===== src/rtl/spi_flag_pkg.sv =====
package spi_flag_pkg;
    localparam int ADDR_W = 3;
    localparam logic [ADDR_W-1:0] A_STAT  = 3'd0;
    localparam logic [ADDR_W-1:0] A_ENSET = 3'd1;
    localparam logic [ADDR_W-1:0] A_ENCLR = 3'd2;
    localparam logic [ADDR_W-1:0] A_RXACC = 3'd3;
    localparam logic [ADDR_W-1:0] A_TXACC = 3'd4;

    localparam int B_RX    = 0;
    localparam int B_TX    = 1;
    localparam int B_OVR   = 2;
    localparam int B_STALL = 6;
    localparam int B_ETR   = 7;
    localparam int B_IDLE  = 8;
    localparam int N_STK   = 4;
    localparam int N_IRQ   = 6;
    localparam int STAT_W  = 9;

    typedef enum logic {ET_IDLE, ET_PEND} et_state_t;
endpackage


===== src/rtl/spi_sel_edge.sv =====
module spi_sel_edge #(
    parameter int NSEL = 4
) (
    input  logic            clk,
    input  logic            rst_n,
    input  logic [NSEL-1:0] sel_active,
    output logic            any_rise,
    output logic            any_fall
);
    logic [NSEL-1:0] sel_q;
    logic [NSEL-1:0] rise_v;
    logic [NSEL-1:0] fall_v;

    always_ff @(posedge clk or negedge rst_n) begin
        if (!rst_n) sel_q <= '0;
        else        sel_q <= sel_active;
    end

    for (genvar i = 0; i < NSEL; i++) begin : g_line
        assign rise_v[i] = sel_active[i] & ~sel_q[i];
        assign fall_v[i] = ~sel_active[i] & sel_q[i];
    end

    assign any_rise = |rise_v;
    assign any_fall = |fall_v;
endmodule


===== src/rtl/spi_endxfer_fsm.sv =====
module spi_endxfer_fsm
    import spi_flag_pkg::*;
(
    input  logic clk,
    input  logic rst_n,
    input  logic req_set,
    input  logic tx_idle,
    output logic pending
);
    et_state_t state_q, state_d;

    always_ff @(posedge clk or negedge rst_n) begin
        if (!rst_n) state_q <= ET_IDLE;
        else        state_q <= state_d;
    end

    always_comb begin
        state_d = state_q;
        unique case (state_q)
            ET_IDLE: if (req_set) state_d = ET_PEND;
            ET_PEND: if (tx_idle) state_d = ET_IDLE;
            default: state_d = ET_IDLE;
        endcase
    end

    always_comb begin
        pending = (state_q == ET_PEND);
    end

    AST_ETR_DONE: assert property (@(posedge clk) disable iff (!rst_n)
        (state_q == ET_PEND && tx_idle) |=> (state_q == ET_IDLE));
    AST_ETR_REQ: assert property (@(posedge clk) disable iff (!rst_n)
        (state_q == ET_IDLE && req_set) |=> pending);
endmodule


===== src/rtl/spi_irq_mask.sv =====
module spi_irq_mask #(
    parameter int NB = 6
) (
    input  logic          clk,
    input  logic          rst_n,
    input  logic          set_we,
    input  logic          clr_we,
    input  logic [NB-1:0] wbits,
    input  logic [NB-1:0] flags,
    output logic [NB-1:0] en,
    output logic          irq
);
    always_ff @(posedge clk or negedge rst_n) begin
        if (!rst_n)      en <= '0;
        else if (set_we) en <= en | wbits;
        else if (clr_we) en <= en & ~wbits;
    end

    assign irq = |(flags & en);

    AST_EN_SET: assert property (@(posedge clk) disable iff (!rst_n)
        set_we |=> ((en & $past(wbits)) == $past(wbits)));
    AST_EN_CLR: assert property (@(posedge clk) disable iff (!rst_n)
        (clr_we && !set_we) |=> ((en & $past(wbits)) == '0));
endmodule


===== src/rtl/spi_stat_irq.sv =====
module spi_stat_irq
    import spi_flag_pkg::*;
#(
    parameter int DW   = 32,
    parameter int NSEL = 4
) (
    input  logic              clk,
    input  logic              rst_n,
    input  logic              bus_wr,
    input  logic              bus_rd,
    input  logic [ADDR_W-1:0] bus_addr,
    input  logic [DW-1:0]     bus_wdata,
    output logic [DW-1:0]     bus_rdata,
    input  logic              ev_rx_valid,
    input  logic              ev_tx_load,
    input  logic              ev_overrun,
    input  logic              ev_underrun,
    input  logic [NSEL-1:0]   sel_active,
    input  logic              stall_in,
    input  logic              frame_busy,
    input  logic              tx_idle,
    output logic              end_req,
    output logic              irq
);
    logic              rx_rdy, tx_rdy;
    logic              stat_wr, rx_acc, tx_acc;
    logic              any_rise, any_fall;
    logic [N_STK-1:0]  stk_ev, stk_clr, stk_q;
    logic [N_IRQ-1:0]  en_mask;
    logic [STAT_W-1:0] stat_word;
    logic              unused_wbits;

    assign stat_wr      = bus_wr && (bus_addr == A_STAT);
    assign rx_acc       = bus_rd && (bus_addr == A_RXACC);
    assign tx_acc       = bus_wr && (bus_addr == A_TXACC);
    assign unused_wbits = ^bus_wdata;

    always_ff @(posedge clk or negedge rst_n) begin
        if (!rst_n)           rx_rdy <= 1'b0;
        else if (ev_rx_valid) rx_rdy <= 1'b1;
        else if (rx_acc)      rx_rdy <= 1'b0;
    end

    always_ff @(posedge clk or negedge rst_n) begin
        if (!rst_n)          tx_rdy <= 1'b1;
        else if (ev_tx_load) tx_rdy <= 1'b1;
        else if (tx_acc)     tx_rdy <= 1'b0;
    end

    spi_sel_edge #(.NSEL(NSEL)) u_edge (
        .clk        (clk),
        .rst_n      (rst_n),
        .sel_active (sel_active),
        .any_rise   (any_rise),
        .any_fall   (any_fall)
    );

    assign stk_ev = {any_fall, any_rise, ev_underrun, ev_overrun};

    for (genvar i = 0; i < N_STK; i++) begin : g_stk
        assign stk_clr[i] = stat_wr & bus_wdata[B_OVR+i];
        always_ff @(posedge clk or negedge rst_n) begin
            if (!rst_n)          stk_q[i] <= 1'b0;
            else if (stk_ev[i])  stk_q[i] <= 1'b1;
            else if (stk_clr[i]) stk_q[i] <= 1'b0;
        end
    end

    spi_endxfer_fsm u_etr (
        .clk     (clk),
        .rst_n   (rst_n),
        .req_set (stat_wr & bus_wdata[B_ETR]),
        .tx_idle (tx_idle),
        .pending (end_req)
    );

    assign stat_word[B_RX]                 = rx_rdy;
    assign stat_word[B_TX]                 = tx_rdy;
    assign stat_word[B_OVR+N_STK-1:B_OVR]  = stk_q;
    assign stat_word[B_STALL]              = stall_in;
    assign stat_word[B_ETR]                = end_req;
    assign stat_word[B_IDLE]               = tx_rdy & ~frame_busy;

    spi_irq_mask #(.NB(N_IRQ)) u_mask (
        .clk    (clk),
        .rst_n  (rst_n),
        .set_we (bus_wr && (bus_addr == A_ENSET)),
        .clr_we (bus_wr && (bus_addr == A_ENCLR)),
        .wbits  (bus_wdata[N_IRQ-1:0]),
        .flags  (stat_word[N_IRQ-1:0]),
        .en     (en_mask),
        .irq    (irq)
    );

    always_comb begin
        bus_rdata = '0;
        case (bus_addr)
            A_STAT:           bus_rdata[STAT_W-1:0] = stat_word;
            A_ENSET, A_ENCLR: bus_rdata[N_IRQ-1:0]  = en_mask;
            default:          bus_rdata = '0;
        endcase
    end

    AST_RX_SET: assert property (@(posedge clk) disable iff (!rst_n)
        ev_rx_valid |=> rx_rdy);
    AST_RX_CLR: assert property (@(posedge clk) disable iff (!rst_n)
        (rx_acc && !ev_rx_valid) |=> !rx_rdy);
    AST_TX_RELOAD: assert property (@(posedge clk) disable iff (!rst_n)
        ev_tx_load |=> tx_rdy);
    AST_OVR_STICKY: assert property (@(posedge clk) disable iff (!rst_n)
        (stk_q[0] && !(stat_wr && bus_wdata[B_OVR])) |=> stk_q[0]);
    AST_SSA_EDGE: assert property (@(posedge clk) disable iff (!rst_n)
        any_rise |=> stat_word[4]);
    AST_SSD_EDGE: assert property (@(posedge clk) disable iff (!rst_n)
        any_fall |=> stat_word[5]);
    AST_IDLE_GATE: assert property (@(posedge clk) disable iff (!rst_n)
        frame_busy |-> !bus_rdata[B_IDLE]);
    AST_IRQ_SRC: assert property (@(posedge clk) disable iff (!rst_n)
        (en_mask == '0) |-> !irq);
endmodule


===== config.mk =====
export PLATFORM = sky130hd
export DESIGN_NAME = spi_stat_irq
export DESIGN_NICKNAME = d
export VERILOG_FILES = /design/src/rtl/spi_flag_pkg.sv /design/src/rtl/spi_sel_edge.sv /design/src/rtl/spi_endxfer_fsm.sv /design/src/rtl/spi_irq_mask.sv /design/src/rtl/spi_stat_irq.sv
export SDC_FILE = /design/constraint.sdc
export NUM_CORES = 1
export LEC_CHECK = 0
export ABC_AREA = 1
export BUFFER_PORTS_ARGS = -buffer_cell sky130_fd_sc_hd__buf_2
export CORE_UTILIZATION = 40
export DETAILED_ROUTE_END_ITERATION = 16
export PLACE_DENSITY = 0.77
export SLEW_MARGIN = 20
export SYNTH_ARGS = -nofsm -noshare
export SYNTH_HDL_FRONTEND = slang
export SYNTH_HIERARCHICAL = 1
export SYNTH_SLANG_ARGS = --single-unit

===== constraint.sdc =====
create_clock -name clk -period 1.1 [get_ports clk]
set_clock_uncertainty 0.1 [all_clocks]
set_input_delay 0.165 -clock clk [delete_from_list [all_inputs] [get_ports clk]]
set_output_delay 0.165 -clock clk [all_outputs]
set_load 0.02 [all_outputs]

==> reports/metrics.yaml, run 1 <==
status: "finished, violations left"
violations: "negative setup slack"
syn2layout_area_growth_pct: 41.1
port_buffers: 35
fin_cells: 265
finalNetCount: 286
dieArea_mm2: 0.00304
synth_top_area_share_pct: 35.5
final_common_cell: "nand2_1"
place_ws_ns: -0.120
clock-sinks: 17
cts-root-buf: "clkbuf_4"
p_sw_w: 0.000536
power_density_mw_per_mm2: 1000
end_kind: "primary output"
dr.pass1.iters: 4
place_congestion: 0.771
cp_cell_sequence: "nand2_1, nand2_1, nor2_1, nand2_1, buf_6"
syn_area_mm2: 0.00113
maxCapViolCount: 0
synth_cell_types: 17
drc: 0
synth_cells: 168
cts_buffer_depth: 2
p_leak_nw: 0.970
fmax_ghz: 0.684
power.share.sequential_pct: 45.9
worst_slack_ns: -0.363
cts_tree: "built"
h-tree-depth: 1
syn_avg_cell_area_um2: 6.72
io-pin-count: 84
post-place-cells: 241
core_mm2: 0.00257
grt_pass1_vias: 962
ys_seq_area_share_pct: 37.8
drt-initial-drc-count: 13
peakVddDrop_uv: 1000
finalSetupViolCount: 10
antenna_cells: 0
ys_warn_count: 6
drt-total-wl_mm: 2.42
start_util_pct: 44.0
place_area_mm2: 0.00132
hold_violations: 0
multiInputGateArea_um2: 510
drtAntennaViolNets: 0
fin_hold_ws_ns: 0.0209
die_w_um: 55.1
ys_ff_latch: 17
track_usage_pct: 17.3
insertion_delay_ns: 0.28
criticalPathCategory: "flip-flop to primary output"
cpMaxStageDelayCell: "dfstp_2"
drive_gt1_share_pct: 27.2
dp_hpwl_mm: 1.71
grt_overflow: 0
slew_viol_final: 0
combPwrFrac_pct: 33.8
rsz0062_at_grt: "true"
ff2ff_setup_slack_ns: 0.13
cp-start-kind: "flip-flop"
fin_crit_sh_pct: 133
p_sw_share_pct: 33.6
wl_per_cell_um: 9.12
vias_per_cell: 4.14
grt_first_pass_wirelength_mm: 3.65
cts_inserted_buffers: 3
fin_area_mm2: 0.00159
num_vias: 1098
hold_path.class: "input pin to flip-flop"
pwr-share-clk_pct: 20.3
crit_fanout: 3
rows: 18
num-fill-cells: 266
synth_top_area_cell: "dfrtp_1"
die_h_um: 55.1
slowest_delay_ns: 0.56
register_area_um2: 427
grt_max_degree: 18
grt_antenna_before_repair: 0
worstPathRequired_ns: 0.83
synth_area_leaders: "dfrtp_1 (35%), nand2_1 (27%), buf_4 (15%)"
layout_common_cells: "nand2_1 (79), inv_1 (25), buf_2 (25), conb_1 (23)"
internal_power_w: 0.00106
arrival_ns: 1.20
p_total_w: 0.00160
cp_common_cell: "nand2_1"
clk_pin_slew_ns: 0.10
min_period_ns: 1.46
==> cell families (layout without fill, tap and decap cells) <==
group	count (synthesis)	in the layout	share of synthesized area, %
AO/OA/AOI/OAI	1	1	0.443
buffers and inverters	50	95	24.5
flip-flops	17	17	37.8
other	1	23	0.332
AND/OR/NAND/NOR	99	99	36.9
==> power by group through the flow <==
stage | clock network, W | registers, W | logic [W]
after floorplan | 0 | 0.000738 | 0.000332
after global placement | 0 | 0.000743 | 0.000420
after detailed placement | 0 | 0.000745 | 0.000426
after CTS | 0.000346 | 0.000732 | 0.000515
after global routing | 0.000378 | 0.000740 | 0.000603
final | 0.000325 | 0.000733 | 0.000539
==> path summary, 6_finish.rpt <==
path                               start       endpoint  depth (start not counted)
setup / recovery                  tx_rdy            irq                          5
hold / removal              bus_wdata[3]      flip-flop                          3
setup reg to reg           u_etr/pending  u_etr/pending                          4
hold reg to reg             stat_word[5]   stat_word[5]                          2
max in group asynchronous          rst_n         tx_rdy                          2
min in group asynchronous          rst_n   stat_word[3]                          2
==> through the flow <==
stage          setup TNS, ns  util, %
2_1_floorplan              0        -
3_3_place_gp          -0.917     51.4
3_5_place_dp          -0.992     51.4
4_1_cts                -1.76     60.5
5_1_grt                -2.46     62.0
6_report               -1.73     62.0
==> final cells by class <==
class | count | area share (%)
Clock buffer | 3 | 1.41
Clock inverter | 1 | 0.314
Tap cell | 30 | 2.36
Sequential cell | 17 | 26.8
Multi-Input combinational cell | 123 | 32.1
Inverter | 27 | 6.52
Timing Repair Buffer | 64 | 30.6
==> layer usage <==
layer	vias to the layer above	GRT usage (%)	routed length, um
li1	580	-	-
met1	473	18.9	1080
met2	43	32.5	1200
met3	2	3.28	125
met4	0	6.67	10
met5	-	0	0
==> repair_timing <==
item | CTS | global route
buffers inserted | 3 | 4
hold buffers | 14 | 0
pin swaps | 14 | 4
gates resized for setup | 15 | 4
endpoints found under the hold margin | 30 | 0
endpoints found under the setup margin | 10 | 11
==> synth_stat cells <==
master and n:
o21ai_0 1, nor2_2 1, nor2_1 6, inv_4 1
nor3b_2 1, nand2_2 2, nand3_1 3, conb_1 1
buf_4 23, nand2_1 80, nor2_4 1, nand4_1 4
dfrtp_1 16, inv_1 25, dfstp_2 1, inv_2 1
nand2_4 1
==> worst max-delay path, delay by kind of cell (launching register included) <==
kind / cells / cell delay [ns]
simple gates: 4 / 0.24
buf+inv: 1 / 0.12
flops: 1 / 0.56
Note: power is estimated with default switching activity, not from simulation.
==> run 2, diff against run 1 <==
Settings changed: REMOVE_ABC_BUFFERS from default to 1.
==> reports/metrics.yaml, run 2 (synthesis gave the netlist of run 1 again) <==
status: "finished, violations left"
violations: "negative setup slack"
drtAntennaViolNets: 0
place_congestion: 0.752
end_kind: "primary output"
p_leak_nw: 0.962
track_usage_pct: 18.0
place_area_mm2: 0.00132
rsz0062_at_grt: "true"
worstPathRequired_ns: 0.83
die_h_um: 55.1
place_ws_ns: -0.121
fmax_ghz: 0.691
crit_start: "tx_rdy"
cp_cell_sequence: "nand2_1, nand2_1, nor2_1, nand2_1, buf_6"
io-pin-count: 84
cp_common_cell: "nand2_1"
cts_tree: "built"
arrival_ns: 1.18
post-place-cells: 241
clk_pin_slew_ns: 0.10
slew_viol_final: 0
worst_slack_ns: -0.346
endpoint: "irq"
cp-start-kind: "flip-flop"
syn2layout_area_growth_pct: 42.5
peakVddDrop_uv: 897
dp_hpwl_mm: 1.70
antenna_cells: 0
min_period_ns: 1.45
cpMaxStageDelayCell: "dfstp_2"
drt-initial-drc-count: 9
fin_area_mm2: 0.00161
wl_per_cell_um: 9.09
insertion_delay_ns: 0.30
finalNetCount: 284
maxCapViolCount: 0
hold_path.class: "input pin to flip-flop"
fin_cells: 263
grt_antenna_before_repair: 0
cts-root-buf: "clkbuf_4"
criticalPathCategory: "flip-flop to primary output"
crit_fanout: 3
worstRegToRegCells: 3
finalSetupTns_ns: -1.87
num_vias: 1095
hold_violations: 0
drc: 0
fin_hold_ws_ns: 0.00970
grt_overflow: 0
final_common_cell: "nand2_1"
whs_path_depth: 3
grt_max_degree: 18
drt-total-wl_mm: 2.39
dieArea_mm2: 0.00304
rows: 18
slowest_delay_ns: 0.56
ff2ff_setup_slack_ns: 0.20
clock-sinks: 17
cts_inserted_buffers: 3
dr.pass1.iters: 4
cts_buffer_depth: 2
h-tree-depth: 1
die_w_um: 55.1
r2r_start: "tx_rdy"
start_util_pct: 44.0
vias_per_cell: 4.16
drive_gt1_share_pct: 29.2
core_mm2: 0.00257
fin_crit_sh_pct: 131
finalSetupViolCount: 10
grt_first_pass_wirelength_mm: 3.72
timing.rr.end: "tx_rdy"
layout_common_cells: "nand2_1 (75), buf_2 (25), inv_1 (24), conb_1 (23), dfrtp_1 (16)"
grt_pass1_vias: 925
power_density_mw_per_mm2: 1020
port_buffers: 35
[run 2: cell count changes in the layout (fill, tap and decap cells not counted), sizes merged]
cell,change
buf,-3
dlygate4sd3,+1
[run 2: timing repair]
item | 4_1_cts | 5_1_grt
setup buffers | 2 | 1
hold buffers | 15 | 0
resized for setup | 15 | 15
pin swaps | 12 | 5
hold endpoints to repair | 31 | 0
setup endpoints to repair | 10 | 11
[run 2: critical path: cells and delay by family, from the launching register on]
kind / cells / cell delay, ns
buffers and inverters: 1 / 0.12
and+or+nand+nor: 4 / 0.20
DFF: 1 / 0.56
[run 2: per-stage QoR]
step | power, W | util [%]
finish | 0.00163 | 62.6
global route | 0.00175 | 62.6
CTS | 0.00162 | 60.6
detailed placement | 0.00118 | 51.4
global placement | 0.00117 | 51.4
floorplan | 0.00101 | -
[run 2: worst min-delay path by stage]
stage / startpoint / endpoint / slack (ns)
after CTS: bus_wdata[2] / flip-flop / 0.002
final: bus_wdata[2] / flip-flop / 0.01
after floorplan: rst_n / rx_rdy / -0.23
after global placement: rst_n / u_etr/pending / 0.007
after detailed placement: rst_n / u_etr/pending / 0.01
after global routing: bus_wdata[2] / flip-flop / 0.007
[run 2: power by group]
group / switching [W] / leakage (nW) / internal (W)
sequential: 0.0000427 / 0.187 / 0.000689
combinational: 0.000308 / 0.757 / 0.000251
clock: 0.000208 / 0.0177 / 0.000136
[run 2: final cells by class]
cell class	instances	area, um2
clock inverter	1	5.00
tap	30	37.5
clock buffer	3	22.5
fill	251	960
timing repair buffer	62	482
inverter	27	104
multi-input combinational	123	531
sequential	17	427
[run 2: routing by layer]
layer / GRT usage (%) / share of wire [%] / wire length [um] / up-vias
met3: 6.01 / 7.2 / 171 / 2
li1: - / - / - / 578
met4: 3.75 / 0.42 / 10 / 0
met5: 0 / 0 / 0 / -
met2: 33.9 / 51 / 1230 / 40
met1: 19.2 / 41 / 977 / 475
